File: src/rtl/lfg_pkg.sv
package lfg_pkg;
  localparam int FB_OV  = 0;
  localparam int FB_WD  = 1;
  localparam int FB_OT  = 2;
  localparam int FB_SC  = 3;
  localparam int NFLT   = 4;
  localparam int BYTE_W = 8;
  typedef logic [NFLT-1:0] flt_vec_t;
endpackage

File: src/rtl/lfg_sync.sv
module lfg_sync #(
  parameter int W      = 4,
  parameter int STAGES = 2
) (
  input  logic         clk,
  input  logic         rst_n,
  input  logic [W-1:0] d,
  output logic [W-1:0] q
);
  logic [W-1:0] st [STAGES];

  genvar g;
  generate
    for (g = 0; g < STAGES; g++) begin : g_stage
      always_ff @(posedge clk or negedge rst_n) begin
        if (!rst_n) st[g] <= '0;
        else if (g == 0) st[g] <= d;
        else st[g] <= st[(g == 0) ? 0 : g-1];
      end
    end
  endgenerate

  assign q = st[STAGES-1];
endmodule

File: src/rtl/lfg_hold_timer.sv
module lfg_hold_timer #(
  parameter int LIMIT = 1000
) (
  input  logic clk,
  input  logic rst_n,
  input  logic run,
  input  logic restart,
  output logic expire
);
  localparam int CW = $clog2(LIMIT + 1);
  localparam logic [CW-1:0] LAST = CW'(LIMIT - 1);
  localparam logic [CW-1:0] TOP  = CW'(LIMIT);

  logic [CW-1:0] cnt;

  // one pulse per run: counter parks at TOP after the check
  assign expire = run && !restart && (cnt == LAST);

  always_ff @(posedge clk or negedge rst_n) begin
    if (!rst_n) cnt <= '0;
    else if (!run || restart) cnt <= '0;
    else if (cnt != TOP) cnt <= cnt + 1'b1;
  end
endmodule

File: src/rtl/lfg_fault_reg.sv
module lfg_fault_reg
  import lfg_pkg::*;
(
  input  logic     clk,
  input  logic     rst_n,
  input  logic     wipe,
  input  logic     clear,
  input  flt_vec_t set_vec,
  output flt_vec_t flt
);
  always_ff @(posedge clk or negedge rst_n) begin
    if (!rst_n) flt <= '0;
    else if (wipe) flt <= '0;
    else flt <= (clear ? '0 : flt) | set_vec;  // a new event outlives a clear
  end
endmodule

File: src/rtl/led_fault_guard.sv
module led_fault_guard
  import lfg_pkg::*;
#(
  parameter int SYNC_STAGES = 2,
  parameter int HOLD_CYCLES = 1000,
  parameter int LVL_W       = 5
) (
  input  logic             clk,
  input  logic             rst_n,
  input  logic             chip_en,
  input  logic             uvlo,
  input  logic             pin_mode,
  input  logic             ctl_hi,
  input  logic             ctl_lo,
  input  logic             clr_strobe,
  input  logic             ovp_raw,
  input  logic             otp_raw,
  input  logic             wdt_evt_raw,
  input  logic             cath_gnd_raw,
  input  logic [LVL_W-1:0] torch_lvl,
  output logic [7:0]       fault_byte,
  output logic             irq_oe,
  output logic             drv_off
);
  flt_vec_t raw_vec, sync_q, set_vec, flt;
  logic en_ok, clear_act, cath_s;
  logic [LVL_W-1:0] prev_lvl;
  logic sc_run, sc_restart, sc_exp, fl_run, fl_exp;

  assign en_ok = chip_en && !uvlo;

  always_comb begin
    raw_vec        = '0;
    raw_vec[FB_OV] = ovp_raw;
    raw_vec[FB_WD] = wdt_evt_raw;
    raw_vec[FB_OT] = otp_raw;
    raw_vec[FB_SC] = cath_gnd_raw;
  end

  lfg_sync #(.W(NFLT), .STAGES(SYNC_STAGES)) u_sync (
    .clk(clk), .rst_n(rst_n), .d(raw_vec), .q(sync_q)
  );

  assign cath_s = sync_q[FB_SC];

  // short-circuit check: one sample per stable non-zero torch level
  always_ff @(posedge clk or negedge rst_n) begin
    if (!rst_n) prev_lvl <= '0;
    else prev_lvl <= torch_lvl;
  end

  assign sc_run     = en_ok && (torch_lvl != '0);
  assign sc_restart = (torch_lvl != prev_lvl);

  lfg_hold_timer #(.LIMIT(HOLD_CYCLES)) u_sc_tmr (
    .clk(clk), .rst_n(rst_n), .run(sc_run), .restart(sc_restart), .expire(sc_exp)
  );

  // two-pin flash watchdog
  assign fl_run = en_ok && pin_mode && ctl_hi && ctl_lo;

  lfg_hold_timer #(.LIMIT(HOLD_CYCLES)) u_fl_tmr (
    .clk(clk), .rst_n(rst_n), .run(fl_run), .restart(1'b0), .expire(fl_exp)
  );

  always_comb begin
    set_vec        = '0;
    set_vec[FB_OV] = sync_q[FB_OV];
    set_vec[FB_OT] = sync_q[FB_OT];
    set_vec[FB_WD] = sync_q[FB_WD] | fl_exp;
    set_vec[FB_SC] = sc_exp & cath_s;
  end

  assign clear_act = pin_mode ? (!ctl_hi && !ctl_lo) : clr_strobe;

  lfg_fault_reg u_freg (
    .clk(clk), .rst_n(rst_n), .wipe(!en_ok), .clear(clear_act),
    .set_vec(set_vec), .flt(flt)
  );

  assign fault_byte = {{(BYTE_W-NFLT){1'b0}}, flt};
  assign irq_oe     = |flt;
  assign drv_off    = |flt;
endmodule

File: config.mk
export PLATFORM = sky130hd
export DESIGN_NAME = led_fault_guard
export DESIGN_NICKNAME = d
export VERILOG_FILES = /design/src/rtl/lfg_pkg.sv /design/src/rtl/lfg_sync.sv /design/src/rtl/lfg_hold_timer.sv /design/src/rtl/lfg_fault_reg.sv /design/src/rtl/led_fault_guard.sv
export SDC_FILE = /design/constraint.sdc
export NUM_CORES = 1
export LEC_CHECK = 0
export BUFFER_PORTS_ARGS = -buffer_cell sky130_fd_sc_hd__clkbuf_2
export CAP_MARGIN = 20
export CELL_PAD_IN_SITES_DETAIL_PLACEMENT = 0
export CELL_PAD_IN_SITES_GLOBAL_PLACEMENT = 1
export CORE_MARGIN = 5
export CORE_UTILIZATION = 25
export DETAILED_ROUTE_END_ITERATION = 7
export GPL_TIMING_DRIVEN = 0
export PLACE_DENSITY_LB_ADDON = 0.1
export SLEW_MARGIN = 25
export SYNTH_ARGS = -nofsm -noshare
export SYNTH_HDL_FRONTEND = slang
export SYNTH_SLANG_ARGS = --single-unit
export TNS_END_PERCENT = 20
File: constraint.sdc
create_clock -name clk -period 2.5 [get_ports clk]
set_input_delay 0.125 -clock clk [delete_from_list [all_inputs] [get_ports clk]]
set_output_delay 0.125 -clock clk [all_outputs]
set_load 0.01 [all_outputs]
## After elaboration in Yosys (flattened, before gate mapping)

Index checks and enable logic that the tools add are counted.

- Add/sub/neg operators: 2
- Equal/unequal tests: 6
- Muxes and demuxes: 7
- Bitwise logic cells: 3
- Reductions and logical operators: 18

Operators by type and width:

| cell | number |
|---|---|
| 10-bit 2-to-1 mux | 4 |
| 10-bit by 1-bit adder with 10-bit output, second input constant | 2 |
| 10-bit == test, second input constant | 2 |
| 10-bit inequality test, second input constant | 2 |
| 1-bit logical AND | 9 |
| 4-bit 2-to-1 mux | 2 |
| 1-bit logical NOT | 5 |
| 5-bit inequality test | 1 |
| 5-bit nonzero test | 1 |
| 4-bit OR | 1 |
| 4-bit OR reduction | 1 |
| 2-bit by 1-bit inequality test with 1-bit output, second input constant | 1 |
| 2-bit nonzero test | 1 |
| 1-bit AND | 1 |
| 1-bit logical OR | 1 |
| 1-bit 2-to-1 mux | 1 |
| 1-bit OR | 1 |

- Flip-flop bits (word level): 37
- Bits of input ports: 17
- Output and inout bits: 10

## Longest topological paths before layout

Gate-level depths: netlist of run 1.

- Word-level depth: 9
- Mapped depth: 6

## Cells and area by module

From an unflattened synthesis of run 1, not the netlist that was laid out.

- Cells, all modules: 173
- Area total of the unflattened synthesis: 1833.0 µm²

Modules (own cells, without submodules):

| module | instances | cells an instance | area an instance (µm²) | sequential area each (µm²) |
|---|---|---|---|---|
| lfg_hold_timer | 2 | 58 | 579.3 | 250.2 |
| led_fault_guard | 1 | 29 | 284.0 | 125.1 |
| lfg_sync | 1 | 12 | 230.2 | 200.2 |
| lfg_fault_reg | 1 | 16 | 160.2 | 100.1 |

## Least setup slack after synthesis of run 1

No wires, ideal clock.

- Path type: flip-flop to flip-flop
- Start: register u_fl_tmr.cnt[1]
- End: register u_freg.flt[1]
- Library setup time: 0.077 ns
- Arrival time: 1.430 ns
- Data required time: 2.423 ns
- Setup slack: 0.993 ns
- Stages on the path, launching flop included: 6
- Path buffers: 0
- Period minus slack after synthesis: 1.507 ns
- Cells stage by stage: dfrtp_1 ha_1 nand2_1 or2_0 or4_1 a21oi_1

- Word-level cells in the longest chain between the ends: 5

RTL lines:

| item | line | text |
|---|---|---|
| start: declaration | lfg_hold_timer.sv:14 | `logic [CW-1:0] cnt;` |
| start signal: assignment | lfg_hold_timer.sv:22 | `else if (cnt != TOP) cnt <= cnt + 1'b1;` |
| 10-bit == test | lfg_hold_timer.sv:17 | `assign expire = run && !restart && (cnt == LAST);` |
| 1-bit logical AND | lfg_hold_timer.sv:17 |  |
| 1-bit OR | led_fault_guard.sv:70 | `set_vec[FB_WD] = sync_q[FB_WD] \| fl_exp;` |
| 4-bit OR | lfg_fault_reg.sv:14 | `else flt <= (clear ? '0 : flt) \| set_vec;` |
| 4-bit 2-to-1 mux | lfg_fault_reg.sv:13 | `else if (wipe) flt <= '0;` |
| end signal: assignment | lfg_fault_reg.sv:14 |  |
| end: declaration | lfg_fault_reg.sv:9 | `output flt_vec_t flt` |

Every way passes these cells.
A chain may end at the register's enable or synchronous reset.

## Worst setup path in the final report of run 1

- Start: input torch_lvl[0]
- End: register u_sc_tmr.cnt[8]

- Word-level cells in the longest chain between the ends: 5
- Elaborated cells on any way between the ends: 7
- Those cells by class: eq/ne (1); mux (1); reduce/logical (5)

RTL lines:

| item | line | text |
|---|---|---|
| start: declaration | led_fault_guard.sv:20 | `input logic [LVL_W-1:0] torch_lvl,` |
| 5-bit nonzero test | led_fault_guard.sv:52 | `assign sc_run = en_ok && (torch_lvl != '0);` |
| 1-bit logical AND | led_fault_guard.sv:52 |  |
| 1-bit logical NOT | lfg_hold_timer.sv:21 | `else if (!run \|\| restart) cnt <= '0;` |
| 1-bit logical OR * | lfg_hold_timer.sv:21 |  |
| 10-bit 2-to-1 mux / 2-bit nonzero test (equally long branches) | -- |  |
| end signal: assignment | lfg_hold_timer.sv:22 |  |
| end: declaration | lfg_hold_timer.sv:14 |  |

Mark *: on every way between the ends. The rest lies on a longest branch, timed or not.

==> flow_summary.html, run 1 <==
<table>
<tr><th>Metric</th><th>Value</th></tr>
<tr><th colspan="2">Run status</th></tr>
<tr><td>Result of the run</td><td>finished with violations</td></tr>
<tr><td>Failing checks</td><td>hold timing</td></tr>
<tr><th colspan="2">Synth</th></tr>
<tr><td>Seq/Total Area, Yosys</td><td>0.5657</td></tr>
<tr><td>Number of distinct library cells after synthesis</td><td>27</td></tr>
<tr><td>Dominant cell type by area after synthesis</td><td>dfrtp_1</td></tr>
<tr><td>Dominant cells by area after synthesis</td><td>dfrtp_1 57%, xnor2_1 7.0%, nor2_1 4.8%</td></tr>
<tr><td>Average footprint of a synthesized cell</td><td>around 11 um2</td></tr>
<tr><td>Netlist area before placement</td><td>roughly 1600 um2</td></tr>
<tr><td>Yosys synthesis warning count</td><td>0</td></tr>
<tr><td>Count of mapped cells out of synthesis</td><td>roughly 150</td></tr>
<tr><td>Area share of the largest cell type after synthesis</td><td>0.5657</td></tr>
<tr><td>#FFs+latches synth</td><td>37</td></tr>
<tr><th colspan="2">Die</th></tr>
<tr><td>Die Wd</td><td>a little over 90 um</td></tr>
<tr><td>Vertical extent of the die</td><td>90.91 um</td></tr>
<tr><td>Number of I/O pins</td><td>27</td></tr>
<tr><td>Row Count</td><td>29</td></tr>
<tr><td>Initial Util</td><td>0.2577</td></tr>
<tr><td>Core Area</td><td>between 6000 and 7000 um2</td></tr>
<tr><td>Die Outline Area</td><td>roughly 8300 um2</td></tr>
<tr><th colspan="2">Hold path</th></tr>
<tr><td>Worst Hold Class</td><td>in -&gt; async</td></tr>
<tr><th colspan="2">Setup path</th></tr>
<tr><td>Worst Reg2Reg Path Length in Cells</td><td>5</td></tr>
<tr><td>Slowest cell on the critical path</td><td>dlygate4sd3_1</td></tr>
<tr><td>Endpoint of the most critical register-to-register path</td><td>u_freg.flt[1]</td></tr>
<tr><td>Crit Path Class</td><td>in -&gt; reg</td></tr>
<tr><td>Max incr delay on CP</td><td>roughly 0.53 ns</td></tr>
<tr><td>Arrival time at the worst endpoint</td><td>1.83 ns</td></tr>
<tr><td>Worst Path Buf+Inv</td><td>3</td></tr>
<tr><td>Family of cells with the greatest summed delay on the critical path</td><td>buffers and inverters</td></tr>
<tr><td>Register-to-Register Setup Slack</td><td>about 0.83 ns</td></tr>
<tr><td>Element type at the critical path end</td><td>register</td></tr>
<tr><td>Critical path startpoint category</td><td>primary input</td></tr>
<tr><td>Cell breakdown of the critical path</td><td>dlygate4sd3_1, clkbuf_2, nor4_1, o21ai_0, nand4_1, clkbuf_1, nor2_1</td></tr>
<tr><td>Worst R2R Start</td><td>u_fl_tmr.cnt[1]</td></tr>
<tr><td>CP max FO</td><td>10</td></tr>
<tr><td>Required time at the endpoint of the critical path</td><td>about 2.7 ns</td></tr>
<tr><th colspan="2">Clocking</th></tr>
<tr><td>Cell chosen for the clock root</td><td>clkbuf_8</td></tr>
<tr><td>Clock Path Buffers</td><td>2</td></tr>
<tr><td>CTS tree</td><td>built</td></tr>
<tr><td>Clock edge transition at the registers on the reported setup and hold paths</td><td>approximately 0.080 ns</td></tr>
<tr><td>Number of sinks on the clock net</td><td>37</td></tr>
<tr><td>Setup repair bufs after CTS</td><td>0</td></tr>
<tr><td>H-Tree Depth</td><td>2</td></tr>
<tr><td>Clock latency on the worst-skew pair</td><td>0.29 ns</td></tr>
<tr><td>Number of buffers created by CTS</td><td>5</td></tr>
<tr><th colspan="2">Routing</th></tr>
<tr><td>DRT Pass-1 Iters</td><td>4</td></tr>
<tr><td>Final routed wirelength across all metal layers</td><td>3416 um</td></tr>
<tr><td>Total number of vias</td><td>between 1k and 1.5k</td></tr>
<tr><td>Routed length per instance</td><td>around 13 um</td></tr>
<tr><td>Per-cell via count in the routed design</td><td>roughly 4.3</td></tr>
<tr><td>Post-route DRC</td><td>0</td></tr>
<tr><td>Antenna Violating Nets Remaining</td><td>0</td></tr>
<tr><td>DRT iter0 DRCs</td><td>34</td></tr>
<tr><th colspan="2">Finish</th></tr>
<tr><td>Area grow syn2layout</td><td>26.99%</td></tr>
<tr><td>Most common library cell in the layout ignoring fill and taps</td><td>dfrtp_1</td></tr>
<tr><td>Final cell utilization of the core</td><td>0.3273</td></tr>
<tr><td>Antenna fix cells</td><td>0</td></tr>
<tr><td>Area of all placed cells without fillers</td><td>around 2100 um2</td></tr>
<tr><td>Non-filler instance count after layout</td><td>approximately 270</td></tr>
<tr><td>Top library cells by usage in the layout, fill and taps aside</td><td>37 x dfrtp_1, 21 x nor2_1, 21 x clkbuf_2, 13 x xnor2_1</td></tr>
<tr><td>Share of final-layout standard cells stronger than drive strength 1</td><td>0.2000</td></tr>
<tr><td>Area used by multi-input combinational logic</td><td>658.1 um2</td></tr>
<tr><td>Register Area</td><td>approximately 930 um2</td></tr>
<tr><td>Final nets</td><td>215</td></tr>
<tr><td>Fillers</td><td>about 640</td></tr>
<tr><th colspan="2">Global route</th></tr>
<tr><td>Largest net degree at the start of global routing</td><td>38</td></tr>
<tr><td>Total congestion overflow</td><td>0</td></tr>
<tr><td>Number of antenna violations at the first check in global routing</td><td>0</td></tr>
<tr><td>GRT Util Overall</td><td>0.08700</td></tr>
<tr><td>Number of global-route vias before repair</td><td>~1.2k</td></tr>
<tr><td>Global-route wire length before repair</td><td>5692 um</td></tr>
<tr><th colspan="2">STA</th></tr>
<tr><td>Slew at the pin closest to its max-slew limit</td><td>between 0.8 and 0.9 ns</td></tr>
<tr><td>Setup TNS</td><td>0 ns</td></tr>
<tr><td>RSZ-0062 raised after global routing</td><td>false</td></tr>
<tr><td>Post-Route Skew</td><td>0.005747 ns</td></tr>
<tr><td>Setup violation total in the final timing report</td><td>0</td></tr>
<tr><td>Slew margin rel.</td><td>0.4353</td></tr>
<tr><td>Period Utilization, post-route</td><td>0.6685</td></tr>
<tr><td>Max-slew violation count</td><td>0</td></tr>
<tr><td>Highest attainable clock frequency</td><td>598.4 MHz</td></tr>
<tr><td>Worst-case setup margin in the final layout</td><td>0.8288 ns</td></tr>
<tr><td>Hold WS</td><td>-0.06589 ns</td></tr>
<tr><td>Min cycle time layout</td><td>1.671 ns</td></tr>
<tr><td>Hold violation total from the final report</td><td>37</td></tr>
<tr><th colspan="2">Power and ir drop</th></tr>
<tr><td>Worst IR drop on VDD</td><td>around 0.25 mV</td></tr>
<tr><td>Leakage power of the design</td><td>0.8684 nW</td></tr>
<tr><td>P per Cell Area</td><td>634.1 nW/um2</td></tr>
<tr><th colspan="2">Placed design</th></tr>
<tr><td>IO buf count</td><td>22</td></tr>
<tr><td>Cell total after placement</td><td>255</td></tr>
<tr><td>Post-detailed-placement half-perimeter wirelength</td><td>roughly 2400 um</td></tr>
<tr><td>Cell area after placement</td><td>approximately 1900 um2</td></tr>
<tr><td>RD Place Congestion</td><td>a little over 0.7</td></tr>
<tr><td>Post-placement setup slack</td><td>0.8298 ns</td></tr>
<tr><th colspan="2">Job</th></tr>
<tr><td>Number of maximum-capacitance violations</td><td>0</td></tr>
</table>
## where the power goes
part | internal (mW) | switching (mW)
sequential | 0.611 | 0.00533
clock | 0.397 | 0.228
combinational | 0.0371 | 0.0403
## registers in the layout (all words and copies together) (netlist names)
signal / count
prev_lvl: 5
u_fl_tmr.cnt: 10
u_freg.flt: 4
u_sc_tmr.cnt: 10
u_sync.q: 4
u_sync.st: 4
## what timing repair did
item	4_1_cts	5_1_grt
hold buffers	9	0
gates resized for setup	0	0
hold endpoints to repair	9	0
## routing by layer
metal / vias up / GRT usage / part of all wire
li1: 583 / - / -
met1: 559 / 0.1108 / 0.46
met2: 21 / 0.1295 / 0.46
met3: 8 / 0.03667 / 0.060
met4: 0 / 0.03667 / 0.018
met5: - / 0 / 0
## cell usage after synthesis
cell and count:
dfrtp_1 37, nor2_1 21, xnor2_1 13, nand2_1 9
nor3_1 9, nand3_1 7, xor2_1 7, a21oi_1 6
buf_4 5, inv_1 5, nand2b_1 5, ha_1 4
nand4_1 4, mux2i_1 3, or4_1 3, clkbuf_1 2
nor4_2 2, o21ai_0 2, and3_1 1, conb_1 1
nor2b_1 1, nor4_1 1, o21ai_1 1, or2_0 1
or2_2 1, or3_1 1, or3b_2 1
## worst reg2reg max path: cells and delay by family (launching register included)
| kind | cells | cell delay [ns] |
|---|---|---|
| AOI/OAI and AO/OA | 1 | 0.15 |
| DFF | 1 | 0.40 |
| and+or+nand+nor | 3 | 0.84 |
| adders and majority gates | 1 | 0.23 |
## through the flow
stage | power, mW | hold slack, ns
after floorplan | 0.6569 | -0.1706
after global placement | 0.6951 | 0.2336
after detailed placement | 0.6972 | 0.2364
after CTS | 1.335 | 0.007849
after global routing | 1.369 | 0.01239
final | 1.318 | -0.06589
## how the worst max path moves through the flow
| stage | startpoint | to | slack (ns) | depth (start not counted) |
|---|---|---|---|---|
| floorplan | u_fl_tmr.cnt[1] | u_freg.flt[1] | 0.99 | 5 |
| CTS | u_fl_tmr.cnt[1] | u_freg.flt[1] | 0.81 | 5 |
| finish | torch_lvl[0] | u_sc_tmr.cnt[8] | 0.83 | 7 |
| detailed placement | u_fl_tmr.cnt[1] | u_freg.flt[1] | 0.83 | 5 |
| global route | torch_lvl[0] | u_sc_tmr.cnt[7] | 0.66 | 7 |
| global placement | u_fl_tmr.cnt[1] | u_freg.flt[1] | 0.86 | 5 |
## cell type report
type | count | area share
Multi-Input combinational cell | 107 | 0.3167
Timing Repair Buffer | 31 | 0.09633
Clock inverter | 3 | 0.03131
Buffer | 7 | 0.02167
Inverter | 5 | 0.009031
Tap cell | 77 | 0.04636
Sequential cell | 37 | 0.4455
Clock buffer | 5 | 0.03311
## kinds of logic (layout without fill, tap and decap cells)
| group | after synthesis | count (layout) | share of synthesized area |
|---|---|---|---|
| simple gates | 67 | 67 | 0.2095 |
| fa+ha+maj | 4 | 4 | 0.03058 |
| compound gates | 9 | 9 | 0.02752 |
| mux | 3 | 3 | 0.01835 |
| other cells | 1 | 4 | 0.002291 |
| buf+inv | 12 | 51 | 0.03900 |
| xor+xnor | 20 | 20 | 0.1070 |
| flops | 37 | 37 | 0.5658 |
No activity file was read; power rests on OpenSTA's default activity.
==> run 2: changes to the inputs <==
==> constraint.sdc (replaced) <==
create_clock -name clk -period 1.4 [get_ports clk]
set_input_delay 0.07 -clock clk [delete_from_list [all_inputs] [get_ports clk]]
set_output_delay 0.07 -clock clk [all_outputs]
set_load 0.01 [all_outputs]
==> flow_summary.html, run 2 (synthesis gave the netlist of run 1 again) <==
<table>
<tr><th>Metric</th><th>Value</th></tr>
<tr><th colspan="2">Global route</th></tr>
<tr><td>Global-route wire length before repair</td><td>6099 um (+7.2%)</td></tr>
<tr><td>Total congestion overflow</td><td>0 (unchanged)</td></tr>
<tr><td>GRT Util Overall</td><td>0.09144 (+0.004443)</td></tr>
<tr><td>Largest net degree at the start of global routing</td><td>38 (unchanged)</td></tr>
<tr><td>Number of global-route vias before repair</td><td>1307 (+9.3%)</td></tr>
<tr><td>Number of antenna violations at the first check in global routing</td><td>0 (unchanged)</td></tr>
<tr><th colspan="2">Die</th></tr>
<tr><td>Core Area</td><td>6350 um2 (unchanged)</td></tr>
<tr><td>Row Count</td><td>29 (unchanged)</td></tr>
<tr><td>Vertical extent of the die</td><td>90.91 um (unchanged)</td></tr>
<tr><td>Die Wd</td><td>90.91 um (unchanged)</td></tr>
<tr><td>Die Outline Area</td><td>8265 um2 (unchanged)</td></tr>
<tr><td>Number of I/O pins</td><td>27 (unchanged)</td></tr>
<tr><td>Initial Util</td><td>0.2577 (unchanged)</td></tr>
<tr><th colspan="2">STA</th></tr>
<tr><td>Slew margin rel.</td><td>0.4420 (+0.006785)</td></tr>
<tr><td>Min cycle time layout</td><td>1.510 ns</td></tr>
<tr><td>Setup violation total in the final timing report</td><td>6 (+6)</td></tr>
<tr><td>Worst-case setup margin in the final layout</td><td>-0.1099 ns (-0.9387 ns)</td></tr>
<tr><td>Setup TNS</td><td>-0.2663 ns (-0.2663 ns)</td></tr>
<tr><td>Hold violation total from the final report</td><td>0 (-100%)</td></tr>
<tr><td>Max-slew violation count</td><td>0 (unchanged)</td></tr>
<tr><td>Highest attainable clock frequency</td><td>662.3 MHz</td></tr>
<tr><td>Slew at the pin closest to its max-slew limit</td><td>0.8369 ns (-0.01018 ns)</td></tr>
<tr><td>Period Utilization, post-route</td><td>1.078</td></tr>
<tr><td>Post-Route Skew</td><td>0.009479 ns (+0.003732 ns)</td></tr>
<tr><td>RSZ-0062 raised after global routing</td><td>true</td></tr>
<tr><th colspan="2">Power and ir drop</th></tr>
<tr><td>P per Cell Area</td><td>992.1 nW/um2 (+56%)</td></tr>
<tr><td>Overall power consumption</td><td>2.216 mW (+68%)</td></tr>
<tr><td>Leakage power of the design</td><td>0.9099 nW (+4.8%)</td></tr>
<tr><td>Worst IR drop on VDD</td><td>0.4919 mV (+99%)</td></tr>
<tr><th colspan="2">Setup path</th></tr>
<tr><td>CP max FO</td><td>2 (-8)</td></tr>
<tr><td>Required time at the endpoint of the critical path</td><td>1.33 ns (-1.33 ns)</td></tr>
<tr><td>Element type at the critical path end</td><td>output port</td></tr>
<tr><td>Critical Path End</td><td>irq_oe</td></tr>
<tr><td>Worst Reg2Reg Path Length in Cells</td><td>5 (unchanged)</td></tr>
<tr><td>Register-to-Register Setup Slack</td><td>-0.09 ns (-0.92 ns)</td></tr>
<tr><td>Worst setup path startpoint</td><td>u_freg.flt[2]</td></tr>
<tr><td>Crit Path Class</td><td>reg -&gt; out</td></tr>
<tr><td>Worst R2R Start</td><td>u_fl_tmr.cnt[1]</td></tr>
<tr><td>Arrival time at the worst endpoint</td><td>1.44 ns (-0.39 ns)</td></tr>
<tr><td>Endpoint of the most critical register-to-register path</td><td>u_freg.flt[1]</td></tr>
<tr><td>Critical path startpoint category</td><td>register</td></tr>
<tr><th colspan="2">Placed design</th></tr>
<tr><td>Post-placement setup slack</td><td>-0.1267 ns (-0.9565 ns)</td></tr>
<tr><td>RD Place Congestion</td><td>0.7497 (+6.3%)</td></tr>
<tr><td>Post-detailed-placement half-perimeter wirelength</td><td>2348 um (-3.6%)</td></tr>
<tr><td>IO buf count</td><td>22 (unchanged)</td></tr>
<tr><td>Cell total after placement</td><td>255 (unchanged)</td></tr>
<tr><th colspan="2">Routing</th></tr>
<tr><td>Per-cell via count in the routed design</td><td>4.295 (-0.24%)</td></tr>
<tr><td>Routed length per instance</td><td>12.75 um (+1.5%)</td></tr>
<tr><td>Antenna Violating Nets Remaining</td><td>0 (unchanged)</td></tr>
<tr><td>Total number of vias</td><td>1194 (+2.0%)</td></tr>
<tr><td>Post-route DRC</td><td>0 (unchanged)</td></tr>
<tr><td>DRT Pass-1 Iters</td><td>4 (unchanged)</td></tr>
<tr><td>DRT iter0 DRCs</td><td>22 (-35%)</td></tr>
<tr><td>Final routed wirelength across all metal layers</td><td>3544 um (+3.7%)</td></tr>
<tr><th colspan="2">Clocking</th></tr>
<tr><td>Clock edge transition at the registers on the reported setup and hold paths</td><td>0.07 ns (about the same)</td></tr>
<tr><td>Cell chosen for the clock root</td><td>clkbuf_8</td></tr>
<tr><td>Clock Path Buffers</td><td>2 (unchanged)</td></tr>
<tr><td>Number of buffers created by CTS</td><td>5 (unchanged)</td></tr>
<tr><td>H-Tree Depth</td><td>2 (unchanged)</td></tr>
<tr><td>CTS tree</td><td>built</td></tr>
<tr><td>Clock latency on the worst-skew pair</td><td>0.29 ns (about the same)</td></tr>
<tr><td>Number of sinks on the clock net</td><td>37 (unchanged)</td></tr>
<tr><th colspan="2">Finish</th></tr>
<tr><td>Top library cells by usage in the layout, fill and taps aside</td><td>37 x dfrtp_1, 17 x nor2_1, 17 x clkbuf_2, 13 x xnor2_1, 12 x buf_4</td></tr>
<tr><td>Area grow syn2layout</td><td>36.47%</td></tr>
<tr><td>Antenna fix cells</td><td>0 (unchanged)</td></tr>
<tr><td>Largest registers in the final layout</td><td>u_fl_tmr.cnt x10, u_sc_tmr.cnt x10, prev_lvl x5</td></tr>
<tr><td>Register Area</td><td>925.9 um2 (unchanged)</td></tr>
<tr><td>Share of final-layout standard cells stronger than drive strength 1</td><td>0.3035 (+0.1035)</td></tr>
<tr><td>Fillers</td><td>641 (+0.31%)</td></tr>
<tr><td>Most common library cell in the layout ignoring fill and taps</td><td>dfrtp_1</td></tr>
<tr><td>Non-filler instance count after layout</td><td>278 (+2.2%)</td></tr>
<tr><td>Final nets</td><td>221 (+2.8%)</td></tr>
<tr><td>Area used by multi-input combinational logic</td><td>755.7 um2 (+15%)</td></tr>
<tr><td>Final cell utilization of the core</td><td>0.3517 (+0.02443)</td></tr>
<tr><th colspan="2">Run status</th></tr>
<tr><td>Result of the run</td><td>finished with violations</td></tr>
<tr><td>Failing checks</td><td>setup timing</td></tr>
<tr><th colspan="2">Hold path</th></tr>
<tr><td>Worst Hold Class</td><td>in -&gt; reg</td></tr>
<tr><th colspan="2">Job</th></tr>
<tr><td>Number of maximum-capacitance violations</td><td>0 (unchanged)</td></tr>
</table>
[run 2: layout make-up]
| type | count | share of cell area |
|---|---|---|
| plain buffers | 7 | 0.02521 |
| clock buffers | 7 | 0.03866 |
| clock inverters | 1 | 0.01345 |
| inverters | 5 | 0.008403 |
| multi-input cells | 107 | 0.3384 |
| flip-flops and latches | 37 | 0.4146 |
| well taps | 77 | 0.04314 |
| repair buffers | 37 | 0.1182 |
[run 2: how the worst min path moves through the flow]
stage	cells after the start	slack [ns]	startpoint	end
3_3_place_gp	1	0.18	otp_raw	u_sync.st[6]
2_1_floorplan	0	-0.23	rst_n	prev_lvl[0]
4_1_cts	3	0.09	chip_en	u_freg.flt[1]
3_5_place_dp	1	0.18	cath_gnd_raw	u_sync.st[7]
6_report	3	0.08	chip_en	u_freg.flt[1]
5_1_grt	3	0.1	chip_en	u_freg.flt[1]
[run 2: power breakdown]
group          leakage, nW  switching (mW)  total, mW  internal (mW)
combinational        0.366          0.0796      0.161         0.0811
sequential           0.485         0.00954       1.10           1.09
clock               0.0585           0.373      0.954          0.581
[run 2: timing repair]
| item | CTS | global route |
|---|---|---|
| hold buffers | 10 | 0 |
| endpoints found under the hold margin | 46 | 0 |
| gates cloned | 0 | 1 |
| buffers inserted | 5 | 2 |
| resized for setup | 15 | 16 |
| endpoints found under the setup margin | 16 | 17 |
| pin swaps | 5 | 4 |
[run 2: worst max-delay path, stage by stage, from the launching register on]
cell     delay [ns]
dfrtp_1        0.38
or4_4          0.54
buf_6          0.13
buf_6          0.11
[run 2: through the flow]
step / area (um2) / hold WS [ns]
6_report: 2233 / 0.07537
5_1_grt: 2233 / 0.09787
4_1_cts: 2168 / 0.08740
3_5_place_dp: 1857 / 0.1801
3_3_place_gp: 1857 / 0.1792
2_1_floorplan: 1650 / -0.2256
[run 2: per-layer routing]
layer / GRT usage / vias up / share of wire
met4: 0.03790 / 0 / 0.022
met1: 0.1054 / 565 / 0.42
met5: 0 / - / 0
li1: - / 595 / -
met2: 0.1525 / 25 / 0.50
met3: 0.03417 / 9 / 0.056
==> run 3: changes to the inputs <==
--- a/config.mk
+++ b/config.mk
@@ -17,5 +17,6 @@
 export SLEW_MARGIN = 25
 export SYNTH_ARGS = -nofsm -noshare
 export SYNTH_HDL_FRONTEND = slang
+export SYNTH_HIERARCHICAL = 1
 export SYNTH_SLANG_ARGS = --single-unit
 export TNS_END_PERCENT = 20
==> flow_summary.html, run 3 <==
<table>
<tr><th>Metric</th><th>Value</th></tr>
<tr><th colspan="2">Run status</th></tr>
<tr><td>Result of the run</td><td>finished with violations</td></tr>
<tr><td>Failing checks</td><td>setup timing</td></tr>
<tr><th colspan="2">Die</th></tr>
<tr><td>Row Count</td><td>31 (+6.9%)</td></tr>
<tr><td>Die Outline Area</td><td>9144 um2 (+11%)</td></tr>
<tr><td>Die Wd</td><td>95.63 um (+5.2%)</td></tr>
<tr><td>Vertical extent of the die</td><td>95.63 um (+5.2%)</td></tr>
<tr><td>Core Area</td><td>7214 um2 (+14%)</td></tr>
<tr><td>Initial Util</td><td>0.2541 (-0.003658)</td></tr>
<tr><td>Number of I/O pins</td><td>27 (unchanged)</td></tr>
<tr><th colspan="2">Global route</th></tr>
<tr><td>Number of antenna violations at the first check in global routing</td><td>0 (unchanged)</td></tr>
<tr><td>Global-route track usage on met2</td><td>0.1592 (+0.006693)</td></tr>
<tr><td>GRT Util Overall</td><td>0.09481 (+0.003369)</td></tr>
<tr><td>GR peak layer</td><td>met2</td></tr>
<tr><td>Met3 capacity usage during global routing</td><td>0.02605 (-0.008121)</td></tr>
<tr><td>Number of global-route vias before repair</td><td>1401 (+7.2%)</td></tr>
<tr><td>Total congestion overflow</td><td>0 (unchanged)</td></tr>
<tr><td>Largest net degree at the start of global routing</td><td>38 (unchanged)</td></tr>
<tr><td>Global-route wire length before repair</td><td>6713 um (+10%)</td></tr>
<tr><td>Met1 Use GR</td><td>0.1152 (+0.009862)</td></tr>
<tr><th colspan="2">Placed design</th></tr>
<tr><td>IO buf count</td><td>22 (unchanged)</td></tr>
<tr><td>Post-detailed-placement half-perimeter wirelength</td><td>2750 um (+17%)</td></tr>
<tr><td>RD Place Congestion</td><td>0.7365 (-1.8%)</td></tr>
<tr><th colspan="2">Clocking</th></tr>
<tr><td>Clock latency on the worst-skew pair</td><td>0.28 ns (about the same)</td></tr>
<tr><td>H-Tree Depth</td><td>2 (unchanged)</td></tr>
<tr><td>CTS tree</td><td>built</td></tr>
<tr><td>Number of sinks on the clock net</td><td>37 (unchanged)</td></tr>
<tr><td>Clock Path Buffers</td><td>2 (unchanged)</td></tr>
<tr><td>Number of buffers created by CTS</td><td>5 (unchanged)</td></tr>
<tr><td>Cell chosen for the clock root</td><td>clkbuf_8</td></tr>
<tr><td>Clock edge transition at the registers on the reported setup and hold paths</td><td>0.07 ns (about the same)</td></tr>
<tr><th colspan="2">Finish</th></tr>
<tr><td>Antenna fix cells</td><td>0 (unchanged)</td></tr>
<tr><td>Final nets</td><td>242 (+9.5%)</td></tr>
<tr><td>Area grow syn2layout</td><td>28.81%</td></tr>
<tr><td>Fillers</td><td>796 (+24%)</td></tr>
<tr><td>Most common library cell in the layout ignoring fill and taps</td><td>dfrtp_1</td></tr>
<tr><td>Final cell utilization of the core</td><td>0.3273 (-0.02446)</td></tr>
<tr><td>Share of final-layout standard cells stronger than drive strength 1</td><td>0.2715 (-0.03199)</td></tr>
<tr><td>Largest registers in the final layout</td><td>u_fl_tmr/cnt x10, u_sc_tmr/cnt x10, prev_lvl x5</td></tr>
<tr><td>Top library cells by usage in the layout, fill and taps aside</td><td>36 x dfrtp_1, 20 x clkbuf_2, 13 x a21oi_1, 11 x buf_4</td></tr>
<tr><th colspan="2">STA</th></tr>
<tr><td>Highest attainable clock frequency</td><td>615.8 MHz (-7.0%)</td></tr>
<tr><td>Max-slew violation count</td><td>0 (unchanged)</td></tr>
<tr><td>Worst-case setup margin in the final layout</td><td>-0.2239 ns (-0.1140 ns)</td></tr>
<tr><td>Post-Route Skew</td><td>0.005623 ns (-0.003855 ns)</td></tr>
<tr><td>Hold violation total from the final report</td><td>0 (unchanged)</td></tr>
<tr><td>Min cycle time layout</td><td>1.624 ns (+0.1140 ns)</td></tr>
<tr><td>Setup violation total in the final timing report</td><td>11 (+5)</td></tr>
<tr><td>Slew at the pin closest to its max-slew limit</td><td>0.8645 ns (+0.02753 ns)</td></tr>
<tr><td>Hold WS</td><td>0.1911 ns (+0.1157 ns)</td></tr>
<tr><td>Slew margin rel.</td><td>0.4237 (-0.01835)</td></tr>
<tr><td>Period Utilization, post-route</td><td>1.160 (+0.08144)</td></tr>
<tr><td>RSZ-0062 raised after global routing</td><td>true</td></tr>
<tr><th colspan="2">Routing</th></tr>
<tr><td>Per-cell via count in the routed design</td><td>4.372 (+1.8%)</td></tr>
<tr><td>Post-route DRC</td><td>0 (unchanged)</td></tr>
<tr><td>Antenna Violating Nets Remaining</td><td>0 (unchanged)</td></tr>
<tr><td>Routed length per instance</td><td>12.28 um (-3.7%)</td></tr>
<tr><td>Total number of vias</td><td>1399 (+17%)</td></tr>
<tr><td>Final routed wirelength across all metal layers</td><td>3928 um (+11%)</td></tr>
<tr><td>DRT Pass-1 Iters</td><td>4 (unchanged)</td></tr>
<tr><td>DRT iter0 DRCs</td><td>23 (+4.5%)</td></tr>
<tr><th colspan="2">Synth</th></tr>
<tr><td>Async set or reset register ratio after synthesis</td><td>1.000 (unchanged)</td></tr>
<tr><td>Number of distinct library cells after synthesis</td><td>32 (+19%)</td></tr>
<tr><td>Area share of the largest cell type after synthesis</td><td>0.5051 (-0.06063)</td></tr>
<tr><td>Dominant cells by area after synthesis</td><td>dfrtp_1 51%, buf_4 3.7%, a21oi_1 3.5%</td></tr>
<tr><td>Average footprint of a synthesized cell</td><td>10.60 um2 (-0.95%)</td></tr>
<tr><td>#FFs+latches synth</td><td>37 (unchanged)</td></tr>
<tr><td>Most numerous cell in the Yosys netlist</td><td>dfrtp_1</td></tr>
<tr><td>Yosys synthesis warning count</td><td>6 (+6)</td></tr>
<tr><td>Netlist area before placement</td><td>1833 um2 (+12%)</td></tr>
<tr><td>Seq/Total Area, Yosys</td><td>0.5051 (-0.06063)</td></tr>
<tr><td>Dominant cell type by area after synthesis</td><td>dfrtp_1</td></tr>
<tr><td>Count of mapped cells out of synthesis</td><td>173 (+13%)</td></tr>
<tr><td>Predominant post-synthesis flop cell</td><td>dfrtp_1</td></tr>
<tr><td>Post-synth EDFFs</td><td>0 (unchanged)</td></tr>
<tr><td>Commonest cells post-synth</td><td>37 x dfrtp_1, 13 x a21oi_1, 10 x inv_1</td></tr>
<tr><th colspan="2">Setup path</th></tr>
<tr><td>Required time at the endpoint of the critical path</td><td>1.61 ns (+0.28 ns)</td></tr>
<tr><td>Worst Reg2Reg Path Length in Cells</td><td>9 (+4)</td></tr>
<tr><td>CP max FO</td><td>2 (unchanged)</td></tr>
<tr><td>Element type at the critical path end</td><td>register</td></tr>
<tr><td>Critical path startpoint category</td><td>register</td></tr>
<tr><td>Crit Path Class</td><td>reg -&gt; reg</td></tr>
<tr><td>Arrival time at the worst endpoint</td><td>1.84 ns (+0.40 ns)</td></tr>
<tr><th colspan="2">Power and ir drop</th></tr>
<tr><td>Leakage power of the design</td><td>0.9452 nW (+3.9%)</td></tr>
<tr><td>Worst IR drop on VDD</td><td>0.2643 mV (-46%)</td></tr>
<tr><td>P per Cell Area</td><td>852.3 nW/um2 (-14%)</td></tr>
<tr><th colspan="2">Job</th></tr>
<tr><td>Number of maximum-capacitance violations</td><td>0 (unchanged)</td></tr>
<tr><th colspan="2">Hold path</th></tr>
<tr><td>Count of cells along the worst hold path</td><td>3 (unchanged)</td></tr>
<tr><td>Worst Hold Class</td><td>in -&gt; reg</td></tr>
</table>
run 3: changes by cell type after synthesis, sizes merged, moves of 5 or more:
cell,previous run,this run
inv,5,10
nor2,21,7
nand3,7,12
a21oi,6,13
o21a,0,6
o31ai,0,6
xnor2,13,2
run 3: worst max-delay path: stages (launching register included):
cell	delay (ns)
dfrtp_1	0.38
xor2_1	0.14
nor3_1	0.21
nand3_1	0.17
nor2b_4	0.16
nand4b_1	0.12
nor3_2	0.11
and2_1	0.13
inv_1	0.04
a21oi_1	0.10
run 3: final timing paths:
| kind | slack (ns) | start | end |
|---|---|---|---|
| worst max-delay path | -0.22 | prev_lvl[1] | u_freg/flt[3] |
| worst min-delay path | 0.19 | chip_en | u_freg/flt[3] |
| worst max register to register | -0.22 | prev_lvl[1] | u_freg/flt[3] |
| worst min register to register | 0.35 | u_sync/st[5] | u_sync/q[1] |
| max in group asynchronous | 0.34 | rst_n | u_sc_tmr/cnt[0] |
| min in group asynchronous | 0.45 | rst_n | prev_lvl[1] |
run 3: cell families (layout without fill, tap and decap cells):
kind of cell / after synthesis / after routing / share of synthesized area
AND/OR/NAND/NOR: 67 / 67 / 0.2307
other: 1 / 6 / 0.002046
AO/OA/AOI/OAI: 35 / 35 / 0.1283
flip-flops: 37 / 37 / 0.5051
buffers and inverters: 19 / 62 / 0.05734
adder cells (fa/ha/maj): 4 / 4 / 0.02730
multiplexers: 1 / 1 / 0.006143
XOR/XNOR: 9 / 9 / 0.04301
run 3: what timing repair did:
| action | in CTS | in global routing |
|---|---|---|
| endpoints found under the hold margin | 46 | 0 |
| pin swaps | 2 | 2 |
| setup buffers | 3 | 1 |
| cloned | 0 | 0 |
| gates resized for setup | 9 | 4 |
| hold buffers | 10 | 0 |
| setup endpoints to repair | 15 | 21 |
run 3: cell type report:
cell class	count	area, um2	share of cell area
inverter	10	37.54	0.01590
buffer	9	71.32	0.03021
clock buffer	7	86.33	0.03657
timing repair buffer	36	250.2	0.1060
sequential	37	927.1	0.3927
tap	99	123.9	0.05246
multi-input combinational	122	864.6	0.3662
run 3: through the flow:
stage	instance area [um2]	power, mW	TNS (ns)	worst slack (ns)	std cells
global placement	2088	1.255	-1.099	-0.3686	299
detailed placement	2088	1.258	-1.369	-0.3798	299
global route	2361	2.130	-2.856	-0.3850	320
floorplan	1854	1.188	-0.07578	-0.07578	178
CTS	2330	2.071	-1.049	-0.2683	319
finish	2361	2.012	-0.8854	-0.2239	320
run 3: where the power goes:
part | switching [mW] | total, mW | internal [mW]
Combinational | 0.0757 | 0.168 | 0.0923
Sequential | 0.00977 | 1.10 | 1.09
Clock | 0.352 | 0.743 | 0.390
run 3: layer usage:
| layer | wire length [um] | vias to the layer above |
|---|---|---|
| li1 | - | 699 |
| met1 | 1727 | 675 |
| met2 | 2035 | 19 |
| met3 | 104 | 6 |
| met4 | 61 | 0 |
| met5 | 0 | - |
